===== src/rtl/lbuf_pkg.sv =====
package lbuf_pkg;
  parameter int SAMPLE_W = 10;   // converter resolution, must not exceed TS_W
  parameter int TS_W     = 16;
  parameter int DELAY    = 128;  // latency in clocks
  parameter int SLOTS    = 4;
  parameter int MAX_SAMP = 14;
  parameter int OVF_W    = 8;

  localparam int SLOT_WORDS = MAX_SAMP + 2;
  localparam int IDX_W      = $clog2(SLOT_WORDS);
  localparam int SLOT_AW    = (SLOTS > 1) ? $clog2(SLOTS) : 1;
  localparam int CNT_W      = $clog2(MAX_SAMP + 1);
  localparam int WORD_W     = TS_W + 2;
  localparam int RING       = DELAY - 1;  // one more stage is the output register
  localparam int RING_AW    = $clog2(RING);
  localparam int SMP_DEPTH  = SLOTS * MAX_SAMP;
  localparam int SMP_AW     = $clog2(SMP_DEPTH);

  localparam logic [1:0] TAG_HDR = 2'b01;
  localparam logic [1:0] TAG_SMP = 2'b10;
  localparam logic [1:0] TAG_TRL = 2'b11;

  typedef struct packed {
    logic               hdrEn;
    logic               smpEn;
    logic               trlEn;
    logic [SLOT_AW-1:0] wrSlot;
    logic [CNT_W-1:0]   wrIdx;
    logic [CNT_W-1:0]   trlCount;
    logic [SLOT_AW-1:0] rdSlot;
    logic [IDX_W-1:0]   rdIdx;
  } strobe_t;
endpackage


===== src/rtl/lbuf_dpath.sv =====
module lbuf_dpath
  import lbuf_pkg::*;
(
  input  logic                clk,
  input  logic                rstN,
  input  logic [SAMPLE_W-1:0] sampleIn,
  input  logic [TS_W-1:0]     tsIn,
  input  strobe_t             stb,
  output logic [CNT_W-1:0]    rdLen,
  output logic [WORD_W-1:0]   outData
);
  // circular latency store: read-before-write at the same address
  logic [SAMPLE_W-1:0] ring [RING];
  logic [RING_AW-1:0]  ringPtr;
  logic [SAMPLE_W-1:0] dlySample;

  always_ff @(posedge clk or negedge rstN) begin
    if (!rstN) ringPtr <= '0;
    else if (ringPtr == RING_AW'(RING - 1)) ringPtr <= '0;
    else ringPtr <= ringPtr + 1'b1;
  end

  always_ff @(posedge clk) begin
    ring[ringPtr] <= sampleIn;
    dlySample     <= ring[ringPtr];
  end

  // event storage: per-slot header and count, shared sample array
  logic [SAMPLE_W-1:0] smpMem [SMP_DEPTH];
  logic [TS_W-1:0]     tsReg  [SLOTS];
  logic [CNT_W-1:0]    cntReg [SLOTS];
  logic [SMP_AW-1:0]   wrAddr, rdAddr;
  logic [IDX_W-1:0]    trlIdx;

  assign wrAddr = SMP_AW'(int'(stb.wrSlot) * MAX_SAMP + int'(stb.wrIdx));
  assign rdAddr = SMP_AW'(int'(stb.rdSlot) * MAX_SAMP + int'(stb.rdIdx) - 1);

  always_ff @(posedge clk) begin
    if (stb.hdrEn) tsReg[stb.wrSlot]  <= tsIn;
    if (stb.smpEn) smpMem[wrAddr]     <= dlySample;
    if (stb.trlEn) cntReg[stb.wrSlot] <= stb.trlCount;
  end

  assign rdLen  = cntReg[stb.rdSlot];
  assign trlIdx = IDX_W'(rdLen) + IDX_W'(1);

  always_comb begin
    if (stb.rdIdx == '0)         outData = {TAG_HDR, tsReg[stb.rdSlot]};
    else if (stb.rdIdx == trlIdx) outData = {TAG_TRL, TS_W'(rdLen)};
    else                          outData = {TAG_SMP, TS_W'(smpMem[rdAddr])};
  end
endmodule


===== src/rtl/lbuf_ctrl.sv =====
module lbuf_ctrl
  import lbuf_pkg::*;
(
  input  logic             clk,
  input  logic             rstN,
  input  logic             acceptIn,
  input  logic             readyIn,
  input  logic [CNT_W-1:0] rdLen,
  output strobe_t          stb,
  output logic             outValid,
  output logic             outLast,
  output logic             bufFull,
  output logic [OVF_W-1:0] ovfCount
);
  logic               accPrev, capturing;
  logic [CNT_W-1:0]   sampCnt, writeIdx;
  logic [SLOT_AW-1:0] wSlot, rSlot;
  logic [IDX_W-1:0]   rIdx;
  logic [SLOT_AW:0]   evCount;
  logic rise, start, drop, commit, lastWord, adv, pop, smpRoom;

  assign rise     = acceptIn & ~accPrev;
  assign bufFull  = (evCount == (SLOT_AW+1)'(SLOTS));
  assign start    = rise & ~bufFull;
  assign drop     = rise & bufFull;
  assign commit   = capturing & ~acceptIn;
  assign writeIdx = start ? '0 : sampCnt;
  assign smpRoom  = writeIdx < CNT_W'(MAX_SAMP);
  assign outValid = (evCount != '0);
  assign lastWord = (rIdx == IDX_W'(rdLen) + IDX_W'(1));
  assign adv      = outValid & readyIn;
  assign pop      = adv & lastWord;
  assign outLast  = outValid & lastWord;

  always_comb begin
    stb.hdrEn    = start;
    stb.smpEn    = (start | (capturing & acceptIn)) & smpRoom;
    stb.trlEn    = commit;
    stb.wrSlot   = wSlot;
    stb.wrIdx    = writeIdx;
    stb.trlCount = sampCnt;
    stb.rdSlot   = rSlot;
    stb.rdIdx    = rIdx;
  end

  function automatic logic [SLOT_AW-1:0] nextSlot(logic [SLOT_AW-1:0] s);
    return (s == SLOT_AW'(SLOTS - 1)) ? '0 : s + 1'b1;
  endfunction

  always_ff @(posedge clk or negedge rstN) begin
    if (!rstN) begin
      accPrev   <= 1'b0;
      capturing <= 1'b0;
      sampCnt   <= '0;
      wSlot     <= '0;
      rSlot     <= '0;
      rIdx      <= '0;
      evCount   <= '0;
      ovfCount  <= '0;
    end else begin
      accPrev <= acceptIn;
      if (start) begin
        capturing <= 1'b1;
        sampCnt   <= CNT_W'(1);
      end else if (commit) begin
        capturing <= 1'b0;
        wSlot     <= nextSlot(wSlot);
      end else if (capturing && acceptIn && smpRoom) begin
        sampCnt <= sampCnt + 1'b1;
      end
      if (adv) begin
        if (lastWord) begin
          rIdx  <= '0;
          rSlot <= nextSlot(rSlot);
        end else begin
          rIdx <= rIdx + 1'b1;
        end
      end
      evCount <= evCount + (SLOT_AW+1)'(commit) - (SLOT_AW+1)'(pop);
      if (drop && ovfCount != '1) ovfCount <= ovfCount + 1'b1;
    end
  end
endmodule


===== src/rtl/latency_event_buffer.sv =====
module latency_event_buffer
  import lbuf_pkg::*;
(
  input  logic                clk,
  input  logic                rstN,
  input  logic [SAMPLE_W-1:0] sampleIn,
  input  logic                acceptIn,
  input  logic [TS_W-1:0]     tsIn,
  input  logic                readyIn,
  output logic [WORD_W-1:0]   outData,
  output logic                outValid,
  output logic                outLast,
  output logic                bufFull,
  output logic [OVF_W-1:0]    ovfCount
);
  strobe_t          stb;
  logic [CNT_W-1:0] rdLen;

  lbuf_ctrl u_ctrl (
    .clk(clk), .rstN(rstN), .acceptIn(acceptIn), .readyIn(readyIn),
    .rdLen(rdLen), .stb(stb), .outValid(outValid), .outLast(outLast),
    .bufFull(bufFull), .ovfCount(ovfCount)
  );

  lbuf_dpath u_dpath (
    .clk(clk), .rstN(rstN), .sampleIn(sampleIn), .tsIn(tsIn),
    .stb(stb), .rdLen(rdLen), .outData(outData)
  );
endmodule


===== config.mk =====
export PLATFORM = sky130hd
export DESIGN_NAME = latency_event_buffer
export DESIGN_NICKNAME = d
export VERILOG_FILES = /design/src/rtl/lbuf_pkg.sv /design/src/rtl/lbuf_dpath.sv /design/src/rtl/lbuf_ctrl.sv /design/src/rtl/latency_event_buffer.sv
export SDC_FILE = /design/constraint.sdc
export NUM_CORES = 2
export LEC_CHECK = 0
export CELL_PAD_IN_SITES_DETAIL_PLACEMENT = 0
export CELL_PAD_IN_SITES_GLOBAL_PLACEMENT = 1
export CORE_MARGIN = 8
export CORE_UTILIZATION = 25
export CTS_BUF_LIST = sky130_fd_sc_hd__clkbuf_2
export DETAILED_ROUTE_END_ITERATION = 7
export GPL_TIMING_DRIVEN = 1
export PLACE_DENSITY = 0.46
export REMOVE_ABC_BUFFERS = 1
export SLEW_MARGIN = 10
export SYNTH_ARGS = -nofsm -noshare
export SYNTH_HDL_FRONTEND = slang
export SYNTH_SLANG_ARGS = --single-unit
export TNS_END_PERCENT = 10

===== constraint.sdc =====
create_clock -name clk -period 9.93 [get_ports clk]
set_input_delay 2.4825 -clock clk [delete_from_list [all_inputs] [get_ports clk]]
set_output_delay 2.4825 -clock clk [all_outputs]
set_load 0.01 [all_outputs]

After elaboration in Yosys (flattened, before gate mapping)
Memories as Yosys holds them, arrays and structs flattened. A register that Yosys moved wholly into a read port is not among the register bits.
Cells that the tools add are included.
- register bits after elaboration: 32
- bits in writable memories: 1910
- input bits: 30
- output and inout bits: 29
- word-level logic and storage cells: 77
- memories: 4
- add/subtract/negate cells: 12
- multipliers: 2
- $lt $le $gt $ge: 1
- equal/unequal tests: 7
- muxes and demuxes: 18
- bitwise gates (word level): 14
- reduce and logical (&&, ||, !) cells: 10
- memories (memory ; depth ; width ; read ports ; clocked after Yosys merged registers in ; wr ports ; line ; text):
    u_dpath.ring ; 127 ; 10 ; 1 ; 1 ; 1 ; lbuf_dpath.sv:13 ; logic [SAMPLE_W-1:0] ring [RING];
    u_dpath.smpMem ; 56 ; 10 ; 1 ; 0 ; 1 ; lbuf_dpath.sv:29 ; logic [SAMPLE_W-1:0] smpMem [SMP_DEPTH];
    u_dpath.tsReg ; 4 ; 16 ; 1 ; 0 ; 1 ; lbuf_dpath.sv:30 ; logic [TS_W-1:0] tsReg [SLOTS];
    u_dpath.cntReg ; 4 ; 4 ; 1 ; 0 ; 1 ; lbuf_dpath.sv:31 ; logic [CNT_W-1:0] cntReg [SLOTS];
- operator list (cell ; count):
    two-way mux 4 bit ; 5
    two-way mux 18 bit ; 1
    two-way mux 17 bit ; 1
    adder 4 x 1 -> 4 bit (second input constant) ; 3
    adder 6 x 5 -> 6 bit ; 2
    multiplier 2 x 3 -> 5 bit (second input constant) ; 2
    bitwise AND 1 bit ; 9
    adder 8 x 1 -> 8 bit (second input constant) ; 1
    two-way mux 1 bit ; 8
    inequality test 8 bit (second input constant) ; 1
    adder 7 x 1 -> 7 bit (second input constant) ; 1
    equality test 7 bit (second input constant) ; 1
    two-way mux 7 bit ; 1
    AND reduction 2 bit ; 3
    subtractor 6 x 2 -> 6 bit (second input constant) ; 1
    adder 2 x 1 -> 2 bit (second input constant) ; 2
    equality test 2 bit (second input constant) ; 2
    equality test 4 bit ; 1
    zero test 4 bit ; 1
    less-than comparator 4 bit (second input constant) ; 1
    two-way mux 2 bit ; 2
    inverter 1 bit ; 4
    nonzero test 2 bit ; 2
    adder 3 x 1 -> 3 bit ; 1
    other kinds (6) ; 8

Longest topological paths before layout
- depth in word-level cells: 9
- depth in mapped cells: 18
- mapped depth without buffers: 14

Hierarchy
A second synthesis with hierarchy kept.
- cells, all modules: 4028
- area total of the unflattened synthesis: 76502.1 um2
- modules (own cells, without submodules) (module ; instances ; cells an instance ; area each (um2) ; seq. area each (um2)):
    lbuf_dpath ; 1 ; 3901 ; 75100.8 ; 57730.4
    lbuf_ctrl ; 1 ; 127 ; 1401.3 ; 625.6

Worst setup path before layout
No wires, ideal clock.
- path type: register -> output
- start point: register u_ctrl.rSlot[0]
- end point: output port outData[9]
- arrival time: 4.359 ns
- required time: 7.448 ns
- slack: 3.089 ns
- cell stages (with the launch flop): 18
- buffers on the path: 6
- cells stage by stage: dfrtp_1 buf_4 buf_1 inv_1 ha_1 inv_1 ha_1 fa_1 buf_2 buf_2 buf_1 clkbuf_1 nand2_1 o221ai_1 a21oi_1 nor3_1 nor2_1 o31ai_1
- cells in the longest elaborated chain, start to end: 6
- elaborated cells between the ends (all ways): 10
- classes of those cells: add/sub (3); mul (1); eq/ne (1); mux (2); memory (3)
- ends and longest elaborated chain (item ; line ; text):
    from (decl) ; lbuf_ctrl.sv:17 ; logic [SLOT_AW-1:0] wSlot, rSlot;
    from (signal assigned) ; lbuf_ctrl.sv:74 ; rSlot <= nextSlot(rSlot);
    multiplier 2 x 3 -> 5 bit ; lbuf_dpath.sv:36 ; assign rdAddr = SMP_AW'(int'(stb.rdSlot) * MAX_SAMP + int'(stb.rdIdx) - 1);
    adder 6 x 5 -> 6 bit ; lbuf_dpath.sv:36 ;
    subtractor 6 x 2 -> 6 bit ; lbuf_dpath.sv:36 ;
    memory (56 x 10 bit) ; -- ;
    two-way mux 17 bit ; lbuf_dpath.sv:49 ; else if (stb.rdIdx == trlIdx) outData = {TAG_TRL, TS_W'(rdLen)};
    two-way mux 18 bit (*) ; lbuf_dpath.sv:48 ; if (stb.rdIdx == '0) outData = {TAG_HDR, tsReg[stb.rdSlot]};
    to (decl) ; latency_event_buffer.sv:10 ; output logic [WORD_W-1:0] outData,
Every way passes the cells marked *; elsewhere a longest branch is shown, timed or not.

Final worst setup path
- start point: register u_ctrl.rIdx[1]
- end point: output port outData[8]
- cells in the longest elaborated chain, start to end: 5
- elaborated cells between the ends (all ways): 7
- classes of those cells: add/sub (2); eq/ne (1); mux (2); reduce/logical (1); memory (1)
- ends and longest elaborated chain (item ; line ; text):
    from (decl) ; lbuf_ctrl.sv:18 ; logic [IDX_W-1:0] rIdx;
    from (signal assigned) ; lbuf_ctrl.sv:76 ; rIdx <= rIdx + 1'b1;
    adder 6 x 5 -> 6 bit ; lbuf_dpath.sv:36 ;
    subtractor 6 x 2 -> 6 bit ; lbuf_dpath.sv:36 ;
    memory (56 x 10 bit) ; -- ;
    two-way mux 17 bit ; lbuf_dpath.sv:49 ;
    two-way mux 18 bit (*) ; lbuf_dpath.sv:48 ;
Marks and branches as above.

==> flow_summary.yaml <==
status:
  status: "finished, final reports clean"
grt:
  grt_use_met2: 0.245
  antenna_found_initial: 15
  grt_pass1_wl_um: 346000
  track_usage: 0.148
  met3_usage: 0.0314
  grt_pass1_vias: 43800
  grt_max_degree: 85
  grtUsageMet1: 0.196
  busiest_layer: "met2"
  grt_overflow: 0
timing:
  skew_ps: 241
  drv_slew: 0
  period_share: 0.909
  max_freq_ghz: 0.111
  relSlewSlack: 0.130
  fin_crit_ps: 9030
  holdWs_ps: 497
  rsz0062_at_grt: "false"
  setup-violations-final: 0
  hold_violations: 0
  worst_slew_pin_slew_ps: 1300
placement:
  place_hpwl_um: 148000
  place_congestion: 0.791
  numPortBuffers: 58
  place_area_mm2: 0.0827
cells_and_area:
  nNetsFinal: 4669
  syn_to_final_growth_pct: 14.4
  fill_cells: 30600
  design_area_mm2: 0.0874
  final_util: 0.287
  layout-drive-gt1-share: 0.299
critical_path:
  worst-path-max-fanout: 53
  cp-end-kind: "output pin"
  path_class: "reg2out"
  required_ps: 7450
  start_kind: "flip-flop"
  cp.arrival_ps: 6550
pwr:
  switching_share: 0.345
  p_leak_uw: 0.0280
  seq_power_share: 0.418
  vdd_drop_max_mv: 0.630
  p_int_uw: 14500
  combPwrFrac: 0.321
  total_power_uw: 22200
  power_frac_clock: 0.261
  powerDensity_mw_per_mm2: 254
  p_switching_uw: 7640
drt:
  vias: 42200
  wirelength_um: 248000
  dr.pass1.iters: 6
  wl_per_cell_um: 27.7
  drt_iter0_markers: 3226
  drc_errors: 0
  via_per_inst: 4.72
  ant_nets: 0
yosys:
  synthesis.area_mm2: 0.0764
  seq_area_frac_synth: 0.764
  synthTopCellsByCount: "1910 x edfxtp_1, 296 x mux4_2, 283 x nor2_1"
  avgSynthCellArea_um2: 19.0
  synthFlopType: "edfxtp_1"
  synth.most_common_cell: "edfxtp_1"
  async_reset_ff_frac: 0.0164
  synth_edf_count: 1910
  synth_largest_area_cell: "edfxtp_1"
  synthTopCellsByArea: "edfxtp_1 75%, mux4_2 8.7%, a221oi_1 1.6%"
  ys_seq_elements: 1952
  synth_cell_types: 74
  syn_inst: 4025
  yosysWarnings: 0
  yosys.area.top_type_share: 0.751
clock_network:
  clkLatencyLatePin_ps: 1750
  cts.sinks: 1952
  cts_made_buffers: 525
  holdBufCountCts: 0
  postCtsSetupRepairBufs: 0
  clk_pin_slew_ps: 90
  htreeDepth: 6
  cts_root_buf: "clkbuf_2"
  clockBufferDepth: 4
  cts_tree: "done"
  cts_resized: 0
floorplanning:
  start_util: 0.251
  die_x_um: 569
  die_h_um: 569
  pin_count: 59
  core_area_mm2: 0.305
  row_count: 203
  die_area_mm2: 0.323
run:
  drv_cap: 0
hold_path:
  worstHoldPathType: "reg2reg"
==> final timing paths <==
kind	from	to	slack (ps)	cells past startpoint
worst min register to register	u_ctrl.evCount[2]$_DFF_PN0_	u_ctrl.evCount[2]$_DFF_PN0_	500	1
worst max register to register	u_dpath.ringPtr[1]$_DFF_PN0_	u_dpath.dlySample[9]$_DFF_P_	4650	7
min in group asynchronous	rstN	u_dpath.ringPtr[6]$_DFF_PN0_	870	2
worst min-delay path	u_ctrl.evCount[2]$_DFF_PN0_	u_ctrl.evCount[2]$_DFF_PN0_	500	1
worst max-delay path	u_ctrl.rIdx[1]$_DFFE_PN0P_	outData[8]	900	14
max in group asynchronous	rstN	u_dpath.ringPtr[1]$_DFF_PN0_	8430	2
==> power groups by stage <==
| stage | logic [uW] | registers, uW | clock network, uW |
|---|---|---|---|
| 2_1_floorplan | 4310 | 9520 | 0 |
| 3_3_place_gp | 7290 | 9460 | 0 |
| 3_5_place_dp | 7320 | 9460 | 0 |
| 4_1_cts | 7330 | 9270 | 6030 |
| 5_1_grt | 7680 | 9290 | 6400 |
| 6_report | 7130 | 9270 | 5780 |
==> routing by layer <==
layer	routed length [um]	part of all wire	vias to the layer above
li1	-	-	17900
met1	108000	0.43	22300
met5	62	0.00025	-
met2	119000	0.48	1552
met3	14600	0.059	389
met4	6570	0.026	10
==> through the flow <==
| stage | setup WS [ps] | TNS [ps] | std cells |
|---|---|---|---|
| 2_1_floorplan | -1510 | -30430 | 3782 |
| 3_3_place_gp | 2420 | 0 | 8078 |
| 3_5_place_dp | 2430 | 0 | 8078 |
| 4_1_cts | 476 | 0 | 8936 |
| 5_1_grt | 342 | 0 | 8937 |
| 6_report | 900 | 0 | 8941 |
==> final cells by class <==
type	count	area (um2)	share of cell area
flip-flops and latches	1952	58400	0.668
multi-input cells	1800	16800	0.193
well taps	3997	5000	0.0572
clock buffers	740	3700	0.0424
repair buffers	299	2370	0.0272
clock inverters	118	926	0.0106
inverters	30	118	0.00135
diodes	5	12.5	0.000143
==> sequential cells by signal, indices dropped and copies added (netlist names), 7 cells and up <==
register           flops
u_dpath.smpMem       560
u_dpath.tsReg         64
u_dpath.cntReg        16
u_dpath.dlySample     10
u_dpath.ring        1270
u_ctrl.ovfCount        8
u_dpath.ringPtr        7
==> logic make-up (layout without fill, tap and decap cells) <==
group,Yosys count,after routing,synth area share
other cells,0,5,0
simple gates,639,639,0.0356
buf+inv,273,1187,0.0175
flops,1952,1952,0.764
mux,506,506,0.117
xor+xnor,30,30,0.00344
compound gates,594,594,0.0571
fa+ha+maj,31,31,0.00537
==> cells in the final DEF, fill, tap and decap left out, types with 38 or more instances in the layout <==
| cell | count |
|---|---|
| edfxtp_1 | 1910 |
| clkbuf_2 | 740 |
| mux4_2 | 296 |
| nor2_1 | 270 |
| buf_4 | 250 |
| nand2_1 | 203 |
| a221oi_1 | 141 |
| mux2i_1 | 119 |
| a21oi_1 | 86 |
| mux2_2 | 84 |
| a22oi_1 | 76 |
| clkinv_1 | 74 |
| o21ai_0 | 71 |
| o22ai_1 | 52 |
| clkdlybuf4s50_1 | 47 |
| nand3_1 | 38 |
==> worst max-delay path: stages (launching register included) <==
cell and delay, ps:
dfrtp_1 440, inv_1 100, ha_1 290, inv_1 90, ha_4 130, inv_1 50, fa_4 1420, buf_4 490
mux4_2 260, a22oi_1 60, and3_1 230, a21oi_1 130, nor2_1 80, o31ai_1 460, clkdlybuf4s50_1 640
(Power assumes the default switching activity.)
